--- src/rtl/gci_pkg.sv ---
package gci_pkg;
  localparam int FRAME_BITS = 32;
  localparam int IDX_W      = $clog2(FRAME_BITS);
  localparam int NUM_FIELDS = 7;
  localparam int BYTE_W     = 8;
  localparam int D_W        = 2;
  localparam int CI_W       = 4;

  typedef enum int {F_B1 = 0, F_B2, F_MON, F_D, F_CI, F_A, F_E} field_e;

  function automatic int fld_lo(input int f);
    case (f)
      F_B1:    return 0;
      F_B2:    return BYTE_W;
      F_MON:   return 2 * BYTE_W;
      F_D:     return 3 * BYTE_W;
      F_CI:    return 3 * BYTE_W + D_W;
      F_A:     return 3 * BYTE_W + D_W + CI_W;
      default: return 3 * BYTE_W + D_W + CI_W + 1;
    endcase
  endfunction

  function automatic int fld_len(input int f);
    case (f)
      F_B1, F_B2, F_MON: return BYTE_W;
      F_D:               return D_W;
      F_CI:              return CI_W;
      default:           return 1;
    endcase
  endfunction

  // Position mirrored inside its own field (earliest bit <-> MSB).
  function automatic int fld_mirror(input int i);
    int m;
    m = i;
    for (int f = 0; f < NUM_FIELDS; f++) begin
      if (i >= fld_lo(f) && i < fld_lo(f) + fld_len(f))
        m = 2 * fld_lo(f) + fld_len(f) - 1 - i;
    end
    return m;
  endfunction

  // Converts between frame order and packed field-value order (involution).
  function automatic logic [FRAME_BITS-1:0] fld_flip(input logic [FRAME_BITS-1:0] w);
    logic [FRAME_BITS-1:0] r;
    r = '0;
    for (int i = 0; i < FRAME_BITS; i++) r[fld_mirror(i)] = w[i];
    return r;
  endfunction
endpackage

--- src/rtl/gci_timing.sv ---
module gci_timing
  import gci_pkg::*;
(
  input  logic             clk,
  input  logic             rst_n,
  input  logic             fsync,
  output logic             active,
  output logic [IDX_W-1:0] idx,
  output logic             rx_smp,
  output logic             tx_adv,
  output logic             tx_end
);
  localparam logic [IDX_W-1:0] LAST = IDX_W'(FRAME_BITS - 1);

  // ph = 0: between the launch edge and the sample edge of position idx
  logic ph;

  always_ff @(posedge clk or negedge rst_n) begin
    if (!rst_n) begin
      active <= 1'b0;
      ph     <= 1'b0;
      idx    <= '0;
    end else if (fsync) begin
      active <= 1'b1;
      ph     <= 1'b0;
      idx    <= '0;
    end else if (active) begin
      if (!ph) begin
        ph <= 1'b1;
      end else begin
        ph <= 1'b0;
        if (idx == LAST) active <= 1'b0;
        else             idx    <= idx + 1'b1;
      end
    end
  end

  assign rx_smp = active && !ph && !fsync;
  assign tx_adv = active &&  ph && !fsync && (idx != LAST);
  assign tx_end = active &&  ph && !fsync && (idx == LAST);

  AST_BIT_SPAN: assert property (@(posedge clk) disable iff (!rst_n)
    rx_smp |=> (active && ph && $stable(idx)));
  AST_FRAME_END: assert property (@(posedge clk) disable iff (!rst_n)
    tx_end |=> !active);
endmodule

--- src/rtl/gci_rx.sv ---
module gci_rx
  import gci_pkg::*;
(
  input  logic                  clk,
  input  logic                  rst_n,
  input  logic                  fsync,
  input  logic                  rx_smp,
  input  logic [IDX_W-1:0]      idx,
  input  logic                  rxd,
  input  logic [FRAME_BITS-1:0] mask_in,
  output logic [FRAME_BITS-1:0] fld_val,
  output logic [NUM_FIELDS-1:0] fld_vld
);
  logic [FRAME_BITS-1:0] en_q;
  logic [FRAME_BITS-1:0] asm_q;
  logic [FRAME_BITS-1:0] asm_nxt;
  logic [FRAME_BITS-1:0] asm_packed;

  always_ff @(posedge clk or negedge rst_n) begin
    if (!rst_n) begin
      en_q  <= '0;
      asm_q <= '0;
    end else if (fsync) begin
      en_q  <= mask_in;
      asm_q <= '0;
    end else begin
      asm_q <= asm_nxt;
    end
  end

  always_comb begin
    asm_nxt = asm_q;
    if (rx_smp) asm_nxt[idx] = rxd & en_q[idx];
  end

  assign asm_packed = fld_flip(asm_nxt);

  for (genvar f = 0; f < NUM_FIELDS; f++) begin : g_fld
    localparam int LO  = fld_lo(f);
    localparam int LEN = fld_len(f);
    localparam int HI  = LO + LEN - 1;

    logic           last_hit;
    logic           any_en;
    logic [LEN-1:0] val_q;
    logic           vld_q;

    assign last_hit = rx_smp && (idx == IDX_W'(HI));
    assign any_en   = |en_q[HI:LO];

    always_ff @(posedge clk or negedge rst_n) begin
      if (!rst_n) begin
        val_q <= '0;
        vld_q <= 1'b0;
      end else begin
        vld_q <= last_hit && any_en;
        if (last_hit && any_en) val_q <= asm_packed[HI:LO];
      end
    end

    assign fld_val[HI:LO] = val_q;
    assign fld_vld[f]     = vld_q;
  end

  AST_VLD_ONEHOT: assert property (@(posedge clk) disable iff (!rst_n)
    $onehot0(fld_vld));
  AST_VLD_NEEDS_SAMPLE: assert property (@(posedge clk) disable iff (!rst_n)
    !rx_smp |=> (fld_vld == '0));
endmodule

--- src/rtl/gci_tx.sv ---
module gci_tx
  import gci_pkg::*;
(
  input  logic                  clk,
  input  logic                  rst_n,
  input  logic                  fsync,
  input  logic                  active,
  input  logic                  tx_adv,
  input  logic                  tx_end,
  input  logic [IDX_W-1:0]      idx,
  input  logic [FRAME_BITS-1:0] mask_in,
  input  logic [FRAME_BITS-1:0] fld_in,
  output logic                  txd
);
  logic [FRAME_BITS-1:0] en_q;
  logic [FRAME_BITS-1:0] dat_q;
  logic [FRAME_BITS-1:0] frame_in;
  logic [IDX_W-1:0]      nxt;

  assign frame_in = fld_flip(fld_in);
  assign nxt      = idx + 1'b1;

  always_ff @(posedge clk or negedge rst_n) begin
    if (!rst_n) begin
      en_q  <= '0;
      dat_q <= '0;
      txd   <= 1'b1;
    end else if (fsync) begin
      en_q  <= mask_in;
      dat_q <= frame_in;
      txd   <= mask_in[0] ? frame_in[0] : 1'b1;
    end else if (tx_adv) begin
      txd   <= en_q[nxt] ? dat_q[nxt] : 1'b1;
    end else if (tx_end) begin
      txd   <= 1'b1;
    end
  end

  AST_TX_IDLE: assert property (@(posedge clk) disable iff (!rst_n)
    !active |-> txd);
  AST_TX_MASKED: assert property (@(posedge clk) disable iff (!rst_n)
    active |-> (en_q[idx] || txd));
endmodule

--- src/rtl/gci_frame_demux.sv ---
module gci_frame_demux
  import gci_pkg::*;
(
  input  logic                  clk,
  input  logic                  rst_n,
  input  logic                  fsync,
  input  logic                  rxd,
  output logic                  txd,
  input  logic [FRAME_BITS-1:0] en_mask,
  input  logic [BYTE_W-1:0]     tx_b1,
  input  logic [BYTE_W-1:0]     tx_b2,
  input  logic [BYTE_W-1:0]     tx_mon,
  input  logic [D_W-1:0]        tx_d,
  input  logic [CI_W-1:0]       tx_ci,
  input  logic                  tx_a,
  input  logic                  tx_e,
  output logic [BYTE_W-1:0]     rx_b1,
  output logic                  rx_b1_vld,
  output logic [BYTE_W-1:0]     rx_b2,
  output logic                  rx_b2_vld,
  output logic [BYTE_W-1:0]     rx_mon,
  output logic                  rx_mon_vld,
  output logic [D_W-1:0]        rx_d,
  output logic                  rx_d_vld,
  output logic [CI_W-1:0]       rx_ci,
  output logic                  rx_ci_vld,
  output logic                  rx_a,
  output logic                  rx_a_vld,
  output logic                  rx_e,
  output logic                  rx_e_vld
);
  logic             active;
  logic [IDX_W-1:0] idx;
  logic             rx_smp;
  logic             tx_adv;
  logic             tx_end;

  logic [FRAME_BITS-1:0] tx_fld;
  logic [FRAME_BITS-1:0] rx_fld;
  logic [NUM_FIELDS-1:0] rx_vld;

  assign tx_fld = {tx_e, tx_a, tx_ci, tx_d, tx_mon, tx_b2, tx_b1};

  gci_timing u_timing (
    .clk    (clk),
    .rst_n  (rst_n),
    .fsync  (fsync),
    .active (active),
    .idx    (idx),
    .rx_smp (rx_smp),
    .tx_adv (tx_adv),
    .tx_end (tx_end)
  );

  gci_rx u_rx (
    .clk     (clk),
    .rst_n   (rst_n),
    .fsync   (fsync),
    .rx_smp  (rx_smp),
    .idx     (idx),
    .rxd     (rxd),
    .mask_in (en_mask),
    .fld_val (rx_fld),
    .fld_vld (rx_vld)
  );

  gci_tx u_tx (
    .clk     (clk),
    .rst_n   (rst_n),
    .fsync   (fsync),
    .active  (active),
    .tx_adv  (tx_adv),
    .tx_end  (tx_end),
    .idx     (idx),
    .mask_in (en_mask),
    .fld_in  (tx_fld),
    .txd     (txd)
  );

  assign {rx_e, rx_a, rx_ci, rx_d, rx_mon, rx_b2, rx_b1} = rx_fld;
  assign rx_b1_vld  = rx_vld[F_B1];
  assign rx_b2_vld  = rx_vld[F_B2];
  assign rx_mon_vld = rx_vld[F_MON];
  assign rx_d_vld   = rx_vld[F_D];
  assign rx_ci_vld  = rx_vld[F_CI];
  assign rx_a_vld   = rx_vld[F_A];
  assign rx_e_vld   = rx_vld[F_E];

  AST_RESET_QUIET: assert property (@(posedge clk) disable iff (!rst_n)
    $fell(active) |-> (txd && !fsync));
endmodule

--- config.mk ---
export PLATFORM = sky130hd
export DESIGN_NAME = gci_frame_demux
export DESIGN_NICKNAME = d
export VERILOG_FILES = /design/src/rtl/gci_pkg.sv /design/src/rtl/gci_timing.sv /design/src/rtl/gci_rx.sv /design/src/rtl/gci_tx.sv /design/src/rtl/gci_frame_demux.sv
export SDC_FILE = /design/constraint.sdc
export NUM_CORES = 1
export LEC_CHECK = 0
export BUFFER_PORTS_ARGS = -buffer_cell sky130_fd_sc_hd__buf_2
export CAP_MARGIN = 20
export CELL_PAD_IN_SITES_DETAIL_PLACEMENT = 0
export CELL_PAD_IN_SITES_GLOBAL_PLACEMENT = 2
export CORE_AREA = 2 2 104 207
export CTS_CLUSTER_SIZE = 30
export DETAILED_ROUTE_END_ITERATION = 8
export DIE_AREA = 0 0 106 209
export GPL_ROUTABILITY_DRIVEN = 0
export PLACE_DENSITY = 0.86
export SYNTH_ARGS = -nofsm -noshare
export SYNTH_HDL_FRONTEND = slang
export SYNTH_SLANG_ARGS = --single-unit
--- constraint.sdc ---
create_clock -name clk -period 2.6 [get_ports clk]
set_input_delay 0.13 -clock clk [delete_from_list [all_inputs] [get_ports clk]]
set_output_delay 0.13 -clock clk [all_outputs]
set_load 0.005 [all_outputs]
-- Yosys cells after proc, flatten, opt, wreduce, memory -nomap -nowiden
Cells that the tools add are included.
- $add $sub $neg: 1
- $lt $le $gt $ge: 3
- equality and inequality tests: 9
- muxes and demuxes: 27
- bitwise logic cells: 1
- reduce and logical (&&, ||, !) cells: 32
- operator list (operator ; number):
    $mux 32 ; 2
    $bwmux 32 ; 1
    $eq 5x5->1 const B ; 5
    $reduce_or 8->1 ; 3
    $logic_and 1x1->1 ; 21
    $mux 5 ; 4
    $mux 1 ; 16
    $bmux 1 s5 ; 3
    $lt 5x6->1 const B ; 2
    $add 5x1->5 const B ; 1
    $demux 1 s5 ; 1
    $eq 5x3->1 const B ; 1
    $eq 5x4->1 const B ; 1
    $ge 5x1->1 const B ; 1
    $ne 5x5->1 const B ; 1
    $reduce_bool 2->1 ; 2
    $reduce_or 4->1 ; 1
    $reduce_and 3->1 ; 1
    $reduce_bool 3->1 ; 1
    $logic_not 1->1 ; 2
    $ne 2x2->1 const B ; 1
    $reduce_or 2->1 ; 1
    $and 1x1->1 ; 1
- register bits after elaboration: 143
- input bits: 68
- output and inout port bits: 40
- word-level logic and storage cells: 94

-- Depth between registers and ports, before layout
Gate-level depths: netlist (run 1).
- depth in word-level cells: 7
- gate-level depth with buffers: 11
- mapped depth without buffers: 8

-- Modules after synthesis
A second synthesis (run 1) with hierarchy kept.
- cells, all modules: 639
- area, all modules: 7642.3 sq um
- modules (own cells, without submodules) (module ; instances ; cells an instance ; area each (sq um) ; seq. area each (sq um)):
    gci_rx ; 1 ; 385 ; 4384.2 ; 2402.3
    gci_tx ; 1 ; 224 ; 2916.5 ; 1627.8
    gci_timing ; 1 ; 30 ; 341.6 ; 175.2

-- Worst setup path after synthesis (run 1)
Ideal clock, no wire load.
- path kind: register -> register
- start: reg u_timing.idx[0]
- end: reg u_tx.txd
- setup time: 0.105 ns
- arrival: 2.407 ns
- required time: 2.495 ns
- slack: 0.088 ns
- stages on the path, launching flop included: 11
- period minus slack after synthesis: 2.512 ns
- cells stage by stage: dfrtp_1 buf_6 clkbuf_1 clkbuf_1 inv_1 ha_1 clkbuf_1 o221ai_1 o211ai_1 a21oi_1 o41ai_1
- cells in the longest elaborated chain, start to end: 6
- RTL lines (item ; RTL line ; source):
    start: declaration ; gci_timing.sv:8 ; output logic [IDX_W-1:0] idx,
    start signal: assignment ; gci_timing.sv:33 ; else idx <= idx + 1'b1;
    $add 5x1->5 ; gci_tx.sv:21 ; assign nxt = idx + 1'b1;
    $bmux 1 s5 ; gci_tx.sv:33 ; txd <= en_q[nxt] ? dat_q[nxt] : 1'b1;
    $mux 1 (not written as such) ; gci_tx.sv:33 ;
    $mux 1 ; gci_tx.sv:33 ;
    $mux 1 ; gci_tx.sv:32 ; end else if (tx_adv) begin
    $mux 1 ; gci_tx.sv:28 ; end else if (fsync) begin
    end signal: assignment ; gci_tx.sv:31 ; txd <= mask_in[0] ? frame_in[0] : 1'b1;
    end signal: assignment ; gci_tx.sv:33 ;
    end: declaration ; gci_tx.sv:13 ; output logic txd
Several ways; a longest one is shown, not always the timed one. The select of a mux whose other input is x is not followed.
A chain may end at the register's enable or synchronous reset.

-- Worst setup path after layout (run 1)
Same ends and word-level chain as after synthesis.

==> metrics.md, run 1 <==
| Metric | Value |
|---|---|
| Clock share of power | a little under half |
| Post-synth ARST share | between 90% and 100% |
| Largest family of logic cells by synthesized area | simple AND/OR/NAND/NOR gates |
| Final hold slack | approximately 0.13 ns |
| Total global-route track usage | between 15 and 20% |
| WP data required | 2.89 ns |
| Max-slew violations | 0 |
| Largest net degree at the start of global routing | 65 |
| Syn. warnings | 0 |
| Max incr delay on CP | between 0.4 and 0.5 ns |
| Syn Inst Count | just over 600 |
| Combinational share of power | 11.9% |
| Layout area overhead | 33.2% |
| Hpwl dp | about 13 mm |
| Vias in the first global route | 5,617 |
| CP cell instances | ha_1 > and3_1 > ha_1 > nor2b_1 > nand2_1 > o211ai_1 > a21oi_1 > o41ai_1 |
| Seq/Total Area, Yosys | 51.6% |
| Status | completed |
| Initial DRT Pass Iterations | 4 |
| Post-route insts no fill | 1,078 |
| Site Rows | between 70 and 80 |
| DR iter-0 viols | between 200 and 300 |
| Total congestion overflow | 0 |
| First-pass GRT wire length | about 30 mm |
| H-tree depth | 4 |
| Die W | 106 um |
| Leakage | around 3.9 nW |
| Vias | around 5,400 |
| EDFF count, synth | 0 |
| Int Power | 4.32 mW |
| Worst VDD drop | 0.364 mV |
| Post-detailed-routing wire length | roughly 18 mm |
| Post-synthesis compound-gate area fraction | a little under an eighth |
| HP Class | in -> reg |
| Pwr Density | around 640 nW/um^2 |
| Worst-Margin Slew | around 0.74 ns |
| Area share of fa/ha/maj cells after synthesis | under 10% |
| Reg2reg path depth | 8 |
| CTS tree | yes |
| CP Class | reg -> reg |
| Final period utilization | 91.2% |
| CP Capture Type | register |
| Ports | 108 |
| Area of the multi-input gates | 2960 um^2 |
| Sw frac | 24.6% |
| Via/cell ratio | slightly below 5 |
| Post-synthesis mux area share | about 15% |
| Final Skew | about 0.012 ns |
| RR Startpoint | u_timing.idx[0] |
| Xor and xnor area share after synthesis | less than 1% |
| Worst-skew pair later-pin latency | a little over 0.4 ns |
| # port buffers | 107 |
| DRC viols | 0 |
| Final hold vios | 0 |
| Reg2Reg Setup Slack | ~0.23 ns |
| Cell variety after synth | 53 |
| Max Clk Rate | 0.422 GHz |
| Top FF cell, synth | dfrtp_1 |
| Initial antenna violation count | 0 |
| Crit path max fanout | 9 |
| Net Switching | 1.41 mW |
| Unrepaired setup endpoints after global routing | false |
| N_diodes | 0 |
| Fillers | 1,957 |
| Dpl cells | 982 |
| Final Critical Period | ~2.4 ns |
| CTS sink cnt | between 100 and 150 |
| Die H | around 210 um |
| Max-Slew Margin vs Limit | between 50% and 60% |
| CP Launch Type | register |
| Root Driver | clkbuf_16 |
| Syn nets | a little under 700 |
| CTS Buffer Depth | 2 |
| Most frequent cells in the layout | 136 x dfrtp_1, 105 x buf_2, 67 x nand2_1, 65 x dlygate4sd3_1, 61 x mux2_2 |
| Core area | between 20,000 and 25,000 um^2 |
| Util after Layout | between 40% and 50% |
| Sequential power share | 41.4% |
| Critical R2R Capture | u_tx.txd |
| Die area | ~22,000 um^2 |
| Cell Area, Synth | 6700 um^2 |
| FF+latch area | 3460 um^2 |
| Crit path launch | u_timing.idx[0] |
| Num CTS Buffers | 17 |
| CP endpoint | u_tx.txd |
| Fraction of layout cells with a size suffix above 1 | 29.7% |
| Mapped Avg Cell Area | between 10 and 15 um^2 |
| Setup violators final | 0 |
| Most common cell after layout, fill and taps aside | dfrtp_1 |
| WL/cell | between 15 and 20 um |
| Final Power | roughly 5.7 mW |
| Initial Util | between 30% and 40% |
| Post-route antenna net violation count | 0 |
| Synth Register Bits | 138 |
| Crit path arrival time | 2.67 ns |
| Layout Nets | ~870 |
| Crit path top cell by count | ha_1 |
| Clk pin slew, worst setup/hold paths | 0.06 ns |
| Simple-Gate Fraction of Synth Area | between 10% and 20% |
| CP max-delay cell | dfrtp_2 |
| Max Cap Violations | 0 |
| Setup tns final | 0 ns |
-- power groups by stage --
stage	combinational (mW)	sequential, mW	clock [mW]
floorplan	0.398	2.35	0
global placement	0.598	2.40	0
detailed placement	0.608	2.40	0
CTS	0.685	2.37	2.72
global route	0.745	2.38	2.82
finish	0.681	2.37	2.67
-- registers in the layout, indices dropped and copies added, names as in the netlist --
signal	count
u_rx.asm_q	27
u_rx.g_fld.val_q	32
u_rx.g_fld.vld_q	7
u_timing.active	1
u_timing.idx	5
u_timing.ph	1
u_tx.dat_q	32
u_tx.en_q	32
u_tx.txd	1
-- cell usage after synthesis, types with 13 or more instances --
library cell  number  area [um^2]
dfrtp_1          137         3430
nand2_1           67          251
mux2_2            61          687
nor2_1            47          176
o21ai_0           31          155
clkbuf_1          30          113
inv_1             24         90.1
mux2i_1           23          230
nand3_1           16         80.1
o32ai_1           15          131
a211oi_1          13         97.6
-- metrics by stage --
stage | area, um^2 | worst slack, ns
4_1_cts | 8910 | 0.171
2_1_floorplan | 6700 | 0.0877
5_1_grt | 8910 | 0.0148
3_3_place_gp | 7620 | 0.300
6_report | 8910 | 0.229
3_5_place_dp | 7620 | 0.144
-- per-layer routing --
metal  vias up  wire (um)  GRT usage (%)
li1       2581          -              -
met1      2635       8170           22.1
met2       113       9180           29.4
met3        22        522           2.68
met4         0        404           5.85
met5         -          0              0
-- kinds of logic after synthesis --
group           Yosys count
mux                      88
buf+inv                  67
fa+ha+maj                 6
compound gates          112
xor+xnor                  7
flops                   138
simple gates            204
-- how the worst min path moves through the flow --
stage          slack [ns]             end  cells after the start  startpoint
2_1_floorplan       -0.17   u_rx.asm_q[0]                      0       rst_n
3_3_place_gp         0.18   u_tx.en_q[23]                      1       rst_n
3_5_place_dp         0.18   u_tx.en_q[22]                      1       rst_n
4_1_cts              0.13   u_rx.asm_q[3]                      2       fsync
5_1_grt              0.13  u_rx.asm_q[19]                      2       fsync
6_report             0.13   u_rx.asm_q[3]                      2       fsync
-- final cells by class --
class | instances | share of cell area, %
clock buffer | 18 | 4.81
clock inverter | 13 | 2.44
inverter | 27 | 1.14
multi-input combinational | 417 | 33.2
sequential | 138 | 38.8
tap | 269 | 3.78
timing repair buffer | 196 | 15.8
-- critical path, delay by kind of cell, from the launching register on --
family | cells | cell delay, ns
simple gates | 3 | 0.47
compound gates | 3 | 0.65
fa+ha+maj | 2 | 0.64
flops | 1 | 0.49
-- timing repair --
item,4_1_cts,5_1_grt
setup buffers,0,0
gates resized for setup,0,1
setup endpoints to repair,0,1
hold buffers,65,0
hold endpoints to repair,126,0
(Power assumes the default switching activity.)
==> inputs of run 2 (changes only) <==
--- a/config.mk
+++ b/config.mk
@@ -14,7 +14,7 @@
 export DETAILED_ROUTE_END_ITERATION = 8
 export DIE_AREA = 0 0 106 209
 export GPL_ROUTABILITY_DRIVEN = 0
-export PLACE_DENSITY = 0.86
+export PLACE_DENSITY_LB_ADDON = 0.12
 export SYNTH_ARGS = -nofsm -noshare
 export SYNTH_HDL_FRONTEND = slang
 export SYNTH_SLANG_ARGS = --single-unit
==> metrics.md, run 2 (synthesis gave the netlist of run 1 again) <==
| Metric | Value |
|---|---|
| CP Launch Type | register (unchanged) |
| RR Startpoint | u_timing.idx[0] (unchanged) |
| Initial Util | 32.3% (unchanged) |
| CTS sink cnt | 138 (unchanged) |
| # port buffers | 107 (unchanged) |
| Combinational share of power | 12.2% (was 11.9%) |
| Setup violators final | 0 (unchanged) |
| Site Rows | 75 (unchanged) |
| Pwr Density | 629 nW/um^2 (was 642 nW/um^2) |
| Crit path max fanout | 11 (was 9) |
| First-pass GRT wire length | 30.6 mm (was 29.9 mm) |
| Critical R2R Capture | u_tx.txd (unchanged) |
| Reg2reg path depth | 8 (unchanged) |
| Post-detailed-routing wire length | 18.9 mm (was 18.3 mm) |
| Root Driver | clkbuf_16 (unchanged) |
| Post-route insts no fill | 1,080 (was 1,078) |
| Unrepaired setup endpoints after global routing | false (unchanged) |
| Final Skew | 0.00787 ns (was 0.0125 ns) |
| Net Switching | 1.39 mW (was 1.41 mW) |
| Layout Nets | 872 (was 871) |
| Worst-Margin Slew | 0.839 ns (was 0.738 ns) |
| Sw frac | 24.9% (was 24.6%) |
| Most frequent cells in the layout | 136 x dfrtp_1, 105 x buf_2, 67 x nand2_1, 65 x dlygate4sd3_1, 61 x mux2_2 (unchanged) |
| HP Class | in -> reg (unchanged) |
| Leakage | 3.87 nW (was 3.88 nW) |
| Max Clk Rate | 0.434 GHz (was 0.422 GHz) |
| DRC viols | 0 (unchanged) |
| Initial DRT Pass Iterations | 4 (unchanged) |
| Final Power | 5.58 mW (was 5.72 mW) |
| CP Class | reg -> reg (unchanged) |
| CP endpoint | u_tx.txd (unchanged) |
| DR iter-0 viols | 222 (was 267) |
| Final hold slack | 0.174 ns (was 0.133 ns) |
| Most common cell after layout, fill and taps aside | dfrtp_1 (unchanged) |
| N_diodes | 0 (unchanged) |
| Int Power | 4.19 mW (was 4.32 mW) |
| Via/cell ratio | 4.90 (was 4.96) |
| Fraction of layout cells with a size suffix above 1 | 29.7% (about the same) |
| Total global-route track usage | 18.1% (was 17.2%) |
| WP data required | 2.92 ns (was 2.89 ns) |
| Total congestion overflow | 0 (unchanged) |
| Max Cap Violations | 0 (unchanged) |
| Max-Slew Margin vs Limit | 43.9% (was 50.8%) |
| Die H | 209 um (unchanged) |
| Largest net degree at the start of global routing | 69 (was 65) |
| Max-slew violations | 0 (unchanged) |
| Worst-skew pair later-pin latency | 0.43 ns (was 0.41 ns) |
| Die W | 106 um (unchanged) |
| WL/cell | 17.5 um (was 17.0 um) |
| Post-route antenna net violation count | 0 (unchanged) |
| Regs by FF count | u_rx.g_fld.val_q: 32 flops, u_tx.dat_q: 32 flops, u_tx.en_q: 32 flops (unchanged) |
| CTS Buffer Depth | 2 (unchanged) |
| Fillers | 2,060 (was 1,957) |
| Final hold vios | 0 (unchanged) |
| Vias | 5,288 (was 5,351) |
| Final Cell Area | 8880 um^2 (was 8910 um^2) |
| Die area | 22,200 um^2 (unchanged) |
| Status | completed (unchanged) |
| Hpwl dp | 13.3 mm (was 12.6 mm) |
| H-tree depth | 4 (unchanged) |
| Core area | 20,700 um^2 (unchanged) |
| Setup tns final | 0 ns (unchanged) |
| Area of the multi-input gates | 2960 um^2 (unchanged) |
| FF+latch area | 3460 um^2 (unchanged) |
| Sequential power share | 42.5% (was 41.4%) |
| Reg2Reg Setup Slack | 0.29 ns (was 0.23 ns) |
| Worst VDD drop | 0.510 mV (was 0.364 mV) |
| Post-CTS setup buffer count | 0 (unchanged) |
| CP Capture Type | register (unchanged) |
| Dpl cells | 983 (was 982) |
| Initial antenna violation count | 0 (unchanged) |
| Crit path launch | u_timing.idx[0] (unchanged) |
| Crit path arrival time | 2.63 ns (was 2.67 ns) |
| Final period utilization | 88.7% (was 91.2%) |
| Ports | 108 (unchanged) |
| Clk pin slew, worst setup/hold paths | 0.06 ns (about the same) |
| Final Critical Period | 2.31 ns (was 2.37 ns) |
| Clock share of power | 45.3% (was 46.7%) |
| DP Area | 7610 um^2 (was 7620 um^2) |
| Num CTS Buffers | 17 (unchanged) |
| CTS tree | yes (unchanged) |
| Layout area overhead | 32.6% (was 33.2%) |
| Vias in the first global route | 5,460 (was 5,617) |
[run 2: layout make-up]
type	instances	area share [%]
multi-input cells	417	33.4
flip-flops and latches	138	38.9
well taps	269	3.79
inverters	27	1.14
repair buffers	197	15.9
clock buffers	22	5.34
clock inverters	10	1.59
[run 2: worst min-delay path by stage]
stage          startpoint               to  slack [ns]  cells after the start
2_1_floorplan       rst_n    u_rx.asm_q[0]       -0.17                      0
3_3_place_gp        rst_n   u_tx.dat_q[22]        0.19                      1
3_5_place_dp        rst_n   u_tx.dat_q[22]        0.20                      1
4_1_cts             fsync  u_timing.idx[3]        0.18                      2
5_1_grt             fsync  u_timing.idx[2]        0.22                      2
6_report            fsync  u_timing.idx[3]        0.17                      2
[run 2: what timing repair did]
| item | 4_1_cts | 5_1_grt |
|---|---|---|
| hold endpoints to repair | 129 | 0 |
| hold buffers | 65 | 0 |
| gates resized for setup | 0 | 1 |
| setup endpoints to repair | 0 | 1 |
[run 2: stage by stage]
stage,util [%],worst slack (ns)
global route,42.8,0.113
CTS,42.8,0.111
floorplan,-,0.0877
detailed placement,36.7,0.132
global placement,36.7,0.192
finish,42.8,0.294
[run 2: worst max-delay path: stages (launching register included)]
cell and delay [ns]:
dfrtp_2 0.51, ha_1 0.25, and3_1 0.20, ha_1 0.35, nor2b_1 0.19, nand2_1 0.07
o211ai_1 0.24, a21oi_1 0.07, o41ai_1 0.33
[run 2: power groups by stage]
stage                     Sequential, mW  Clock [mW]  Combinational (mW)
after global placement              2.41           0               0.618
after global routing                2.39        2.70               0.757
after floorplan                     2.35           0               0.398
after detailed placement            2.41           0               0.621
after CTS                           2.37        2.61               0.697
final                               2.37        2.53               0.681
[run 2: routing by layer]
layer | track usage (%) | share of wire (%) | vias up | wire length [um]
met2 | 29.9 | 50 | 95 | 9510
met3 | 3.46 | 3.0 | 23 | 573
met5 | 0 | 0 | - | 0
met1 | 23.2 | 44 | 2595 | 8400
met4 | 6.99 | 2.3 | 0 | 443
li1 | - | - | 2575 | -
==> inputs of run 3 (changes only) <==
--- a/config.mk
+++ b/config.mk
@@ -5,14 +5,15 @@
 export SDC_FILE = /design/constraint.sdc
 export NUM_CORES = 1
 export LEC_CHECK = 0
+export ABC_AREA = 1
 export BUFFER_PORTS_ARGS = -buffer_cell sky130_fd_sc_hd__buf_2
 export CAP_MARGIN = 20
 export CELL_PAD_IN_SITES_DETAIL_PLACEMENT = 0
 export CELL_PAD_IN_SITES_GLOBAL_PLACEMENT = 2
-export CORE_AREA = 2 2 104 207
+export CORE_AREA = 2 2 108 215
 export CTS_CLUSTER_SIZE = 30
 export DETAILED_ROUTE_END_ITERATION = 8
-export DIE_AREA = 0 0 106 209
+export DIE_AREA = 0 0 110 217
 export GPL_ROUTABILITY_DRIVEN = 0
 export PLACE_DENSITY_LB_ADDON = 0.12
 export SYNTH_ARGS = -nofsm -noshare
==> metrics.md, run 3 <==
| Metric | Value |
|---|---|
| Final period utilization | 77.2% (was 88.7%) |
| Synth top area share | 52.1% (was 51.2%) |
| Syn. warnings | 0 (unchanged) |
| WL met1 | 8.61 mm (was 8.40 mm) |
| Worst setup margin | 0.593 ns (was 0.294 ns) |
| First-pass GRT wire length | 32.4 mm (was 30.6 mm) |
| Mapped Avg Cell Area | 7.97 um^2 (was 10.8 um^2) |
| Fraction of layout cells with a size suffix above 1 | 20.7% (was 29.7%) |
| Hpwl dp | 13.6 mm (was 13.3 mm) |
| Seq/Total Area, Yosys | 52.5% (was 51.6%) |
| Cell Area, Synth | 6580 um^2 (was 6700 um^2) |
| WL/cell | 15.2 um (was 17.5 um) |
| CP cell instances | buf_4 > nand2_1 > nand3_1 > nand2_1 > nand2_1 > nand2_1 > nor2_2 > nand3_2 > nand2_4 > buf_12 > nand2_1 > nand3_1 > nand2_1 (was ha_1 > and3_1 > ha_1 > nor2b_1 > nand2_1 > o211ai_1 > a21oi_1 > o41ai_1) |
| Vias | 5,783 (was 5,288) |
| Pwr Density | 649 nW/um^2 (was 629 nW/um^2) |
| Post-detailed-routing wire length | 19.7 mm (was 18.9 mm) |
| Die area | 23,900 um^2 (was 22,200 um^2) |
| Via/cell ratio | 4.47 (was 4.90) |
| Die W | 110 um (was 106 um) |
| Die H | 217 um (was 209 um) |
| Max-slew violations | 0 (unchanged) |
| Initial antenna violation count | 0 (unchanged) |
| WP data required | 2.91 ns (was 2.92 ns) |
| Root Driver | clkbuf_16 (unchanged) |
| # port buffers | 107 (unchanged) |
| Clock share of power | 42.6% (was 45.3%) |
| CTS sink cnt | 138 (unchanged) |
| CP Capture Type | register (unchanged) |
| DR WL met3 | 577 um (was 573 um) |
| Regs by FF count | u_rx.g_fld.val_q: 32 flops, u_tx.dat_q: 32 flops, u_tx.en_q: 32 flops (unchanged) |
| Total congestion overflow | 0 (unchanged) |
| Largest net degree at the start of global routing | 90 (was 69) |
| HP Class | in -> reg (unchanged) |
| Post-route antenna net violation count | 0 (unchanged) |
| Int Power | 4.07 mW (was 4.19 mW) |
| Final Power | 5.61 mW (was 5.58 mW) |
| Syn Inst Count | 825 (was 622) |
| Ranking of synthesized cells by area | dfrtp_1 52%, nand2_1 14%, nand3_1 7.9% (was dfrtp_1 51%, mux2_2 10%, nand2_1 3.8%) |
| Setup violators final | 0 (unchanged) |
| Area leader, netlist | dfrtp_1 (unchanged) |
| EDFF count, synth | 0 (unchanged) |
| Initial Util | 29.4% (was 32.3%) |
| Final Skew | 0.00966 ns (was 0.00787 ns) |
| Max Cap Violations | 0 (unchanged) |
| Synth Register Bits | 138 (unchanged) |
| Most common cell after layout, fill and taps aside | nand2_1 (was dfrtp_1) |
| CP Class | reg -> reg (unchanged) |
| Top FF cell, synth | dfrtp_1 (unchanged) |
| Crit path top cell by count | nand2_1 (was ha_1) |
| H-tree depth | 4 (unchanged) |
| Most frequent cell after synthesis | nand2_1 (was dfrtp_1) |
| Worst-skew pair later-pin latency | 0.42 ns (was 0.43 ns) |
| Net Switching | 1.54 mW (was 1.39 mW) |
| Status | completed (unchanged) |
| Detail Route met2 WL | 10.2 mm (was 9.51 mm) |
| Site Rows | 78 (was 75) |
| Total global-route track usage | 17.9% (was 18.1%) |
| DRC viols | 0 (unchanged) |
| Post-synth ARST share | 100% (unchanged) |
| Crit path max fanout | 32 (was 11) |
| Worst-Margin Slew | 0.833 ns (was 0.839 ns) |
| Crit path arrival time | 2.32 ns (was 2.63 ns) |
| N_diodes | 0 (unchanged) |
| Final hold vios | 0 (unchanged) |
| Max-Slew Margin vs Limit | 43.8% (was 43.9%) |
| Layout area overhead | 31.5% (was 32.6%) |
| Cell variety after synth | 31 (was 53) |
| CTS Buffer Depth | 2 (unchanged) |
| Syn nets | 899 (was 696) |
| Highest Signal Layer | met4 (unchanged) |
| Leakage | 4.53 nW (was 3.87 nW) |
| Setup tns final | 0 ns (unchanged) |
| Worst slack, placed | 0.576 ns (was 0.132 ns) |
| Ports | 108 (unchanged) |
| Worst VDD drop | 0.330 mV (was 0.510 mV) |
| CP max-delay cell | dfrtp_1 (was dfrtp_2) |
| Max incr delay on CP | 0.45 ns (was 0.51 ns) |
| CP Launch Type | register (unchanged) |
| Layout Nets | 1,075 (was 872) |
| CTS tree | yes (unchanged) |
| Final Critical Period | 2.01 ns (was 2.31 ns) |
| Post-CTS setup buffer count | 0 (unchanged) |
| Max Clk Rate | 0.498 GHz (was 0.434 GHz) |
| DR iter-0 viols | 213 (was 222) |
| Vias in the first global route | 6,192 (was 5,460) |
| Unrepaired setup endpoints after global routing | false (unchanged) |
| Most frequent cells in the layout | 241 x nand2_1, 137 x dfrtp_1, 105 x buf_2, 104 x nand3_1, 85 x inv_1 (was 136 x dfrtp_1, 105 x buf_2, 67 x nand2_1, 65 x dlygate4sd3_1, 61 x mux2_2) |
| Num CTS Buffers | 17 (unchanged) |
| Post-synth top cells | 241 x nand2_1, 137 x dfrtp_1, 104 x nand3_1, 85 x inv_1, 71 x nor2_1 (was 137 x dfrtp_1, 67 x nand2_1, 61 x mux2_2, 47 x nor2_1, 31 x o21ai_0) |
| Final hold slack | 0.0377 ns (was 0.174 ns) |
| Combinational share of power | 16.0% (was 12.2%) |
| Initial DRT Pass Iterations | 4 (unchanged) |
| Sequential power share | 41.5% (was 42.5%) |
| Core area | 22,300 um^2 (was 20,700 um^2) |
| Sw frac | 27.4% (was 24.9%) |
| Clk pin slew, worst setup/hold paths | 0.06 ns (about the same) |
==> run 3: worst paths after layout <==
check                                     from  slack (ns)                     end  cells after the start
max reg2reg                    u_timing.idx[0]        0.59  u_rx.g_fld[0].val_q[6]                     13
max in group asynchronous                rst_n        1.61          u_tx.dat_q[27]                      3
min reg2reg                u_rx.g_fld[6].val_q        0.47     u_rx.g_fld[6].val_q                      2
min                                      fsync        0.04         u_timing.active                      3
min in group asynchronous                rst_n        0.22          u_tx.dat_q[19]                      2
max                            u_timing.idx[0]        0.59  u_rx.g_fld[0].val_q[6]                     13
==> run 3: critical path, delay by kind of cell (launching register included) <==
kind / cells / cell delay, ns
buffers and inverters: 2 / 0.50
flip-flops: 1 / 0.45
AND/OR/NAND/NOR: 11 / 0.91
==> run 3: area by class of cell <==
type                       count  area [um^2]
timing repair buffer         187         1330
tap                          280          350
clock buffer                  29          531
sequential                   138         3450
multi-input combinational    565         2590
fill                        2423        13700
inverter                      92          350
clock inverter                 3         40.0
==> run 3: cells by family (layout without fill, tap and decap cells) <==
| logic type | after synthesis | count (layout) | share of synthesized area, % |
|---|---|---|---|
| buffers and inverters | 122 | 311 | 8.07 |
| adder cells (fa/ha/maj) | 6 | 6 | 1.14 |
| AO/OA/AOI/OAI | 79 | 79 | 6.22 |
| flip-flops | 138 | 138 | 52.5 |
| AND/OR/NAND/NOR | 479 | 479 | 31.9 |
| XOR/XNOR | 1 | 1 | 0.133 |
==> run 3: per-layer routing <==
| layer | GRT usage, % | vias up |
|---|---|---|
| met5 | 0 | - |
| met4 | 6.54 | 0 |
| met3 | 2.52 | 19 |
| met2 | 31.1 | 121 |
| met1 | 22.2 | 2695 |
| li1 | - | 2948 |
==> run 3: metrics by stage <==
step,util (%),instance area [um^2],std cells
after global placement,33.2,7430,1197
after CTS,38.7,8650,1294
after global routing,38.7,8650,1294
final,38.7,8650,1294
after detailed placement,33.2,7430,1197
after floorplan,-,6580,825
==> run 3: what timing repair did <==
action                     in CTS  in global routing
setup endpoints to repair       0                  0
resized for setup               0                  0
hold endpoints to repair      105                  0
hold buffers                   65                  0
==> run 3: power by group through the flow <==
stage / sequential, mW / clock (mW) / combinational [mW]
after floorplan: 2.34 / 0 / 0.525
after detailed placement: 2.36 / 0 / 0.845
final: 2.33 / 2.39 / 0.896
after CTS: 2.33 / 2.46 / 0.924
after global routing: 2.34 / 2.55 / 1.02
after global placement: 2.36 / 0 / 0.844
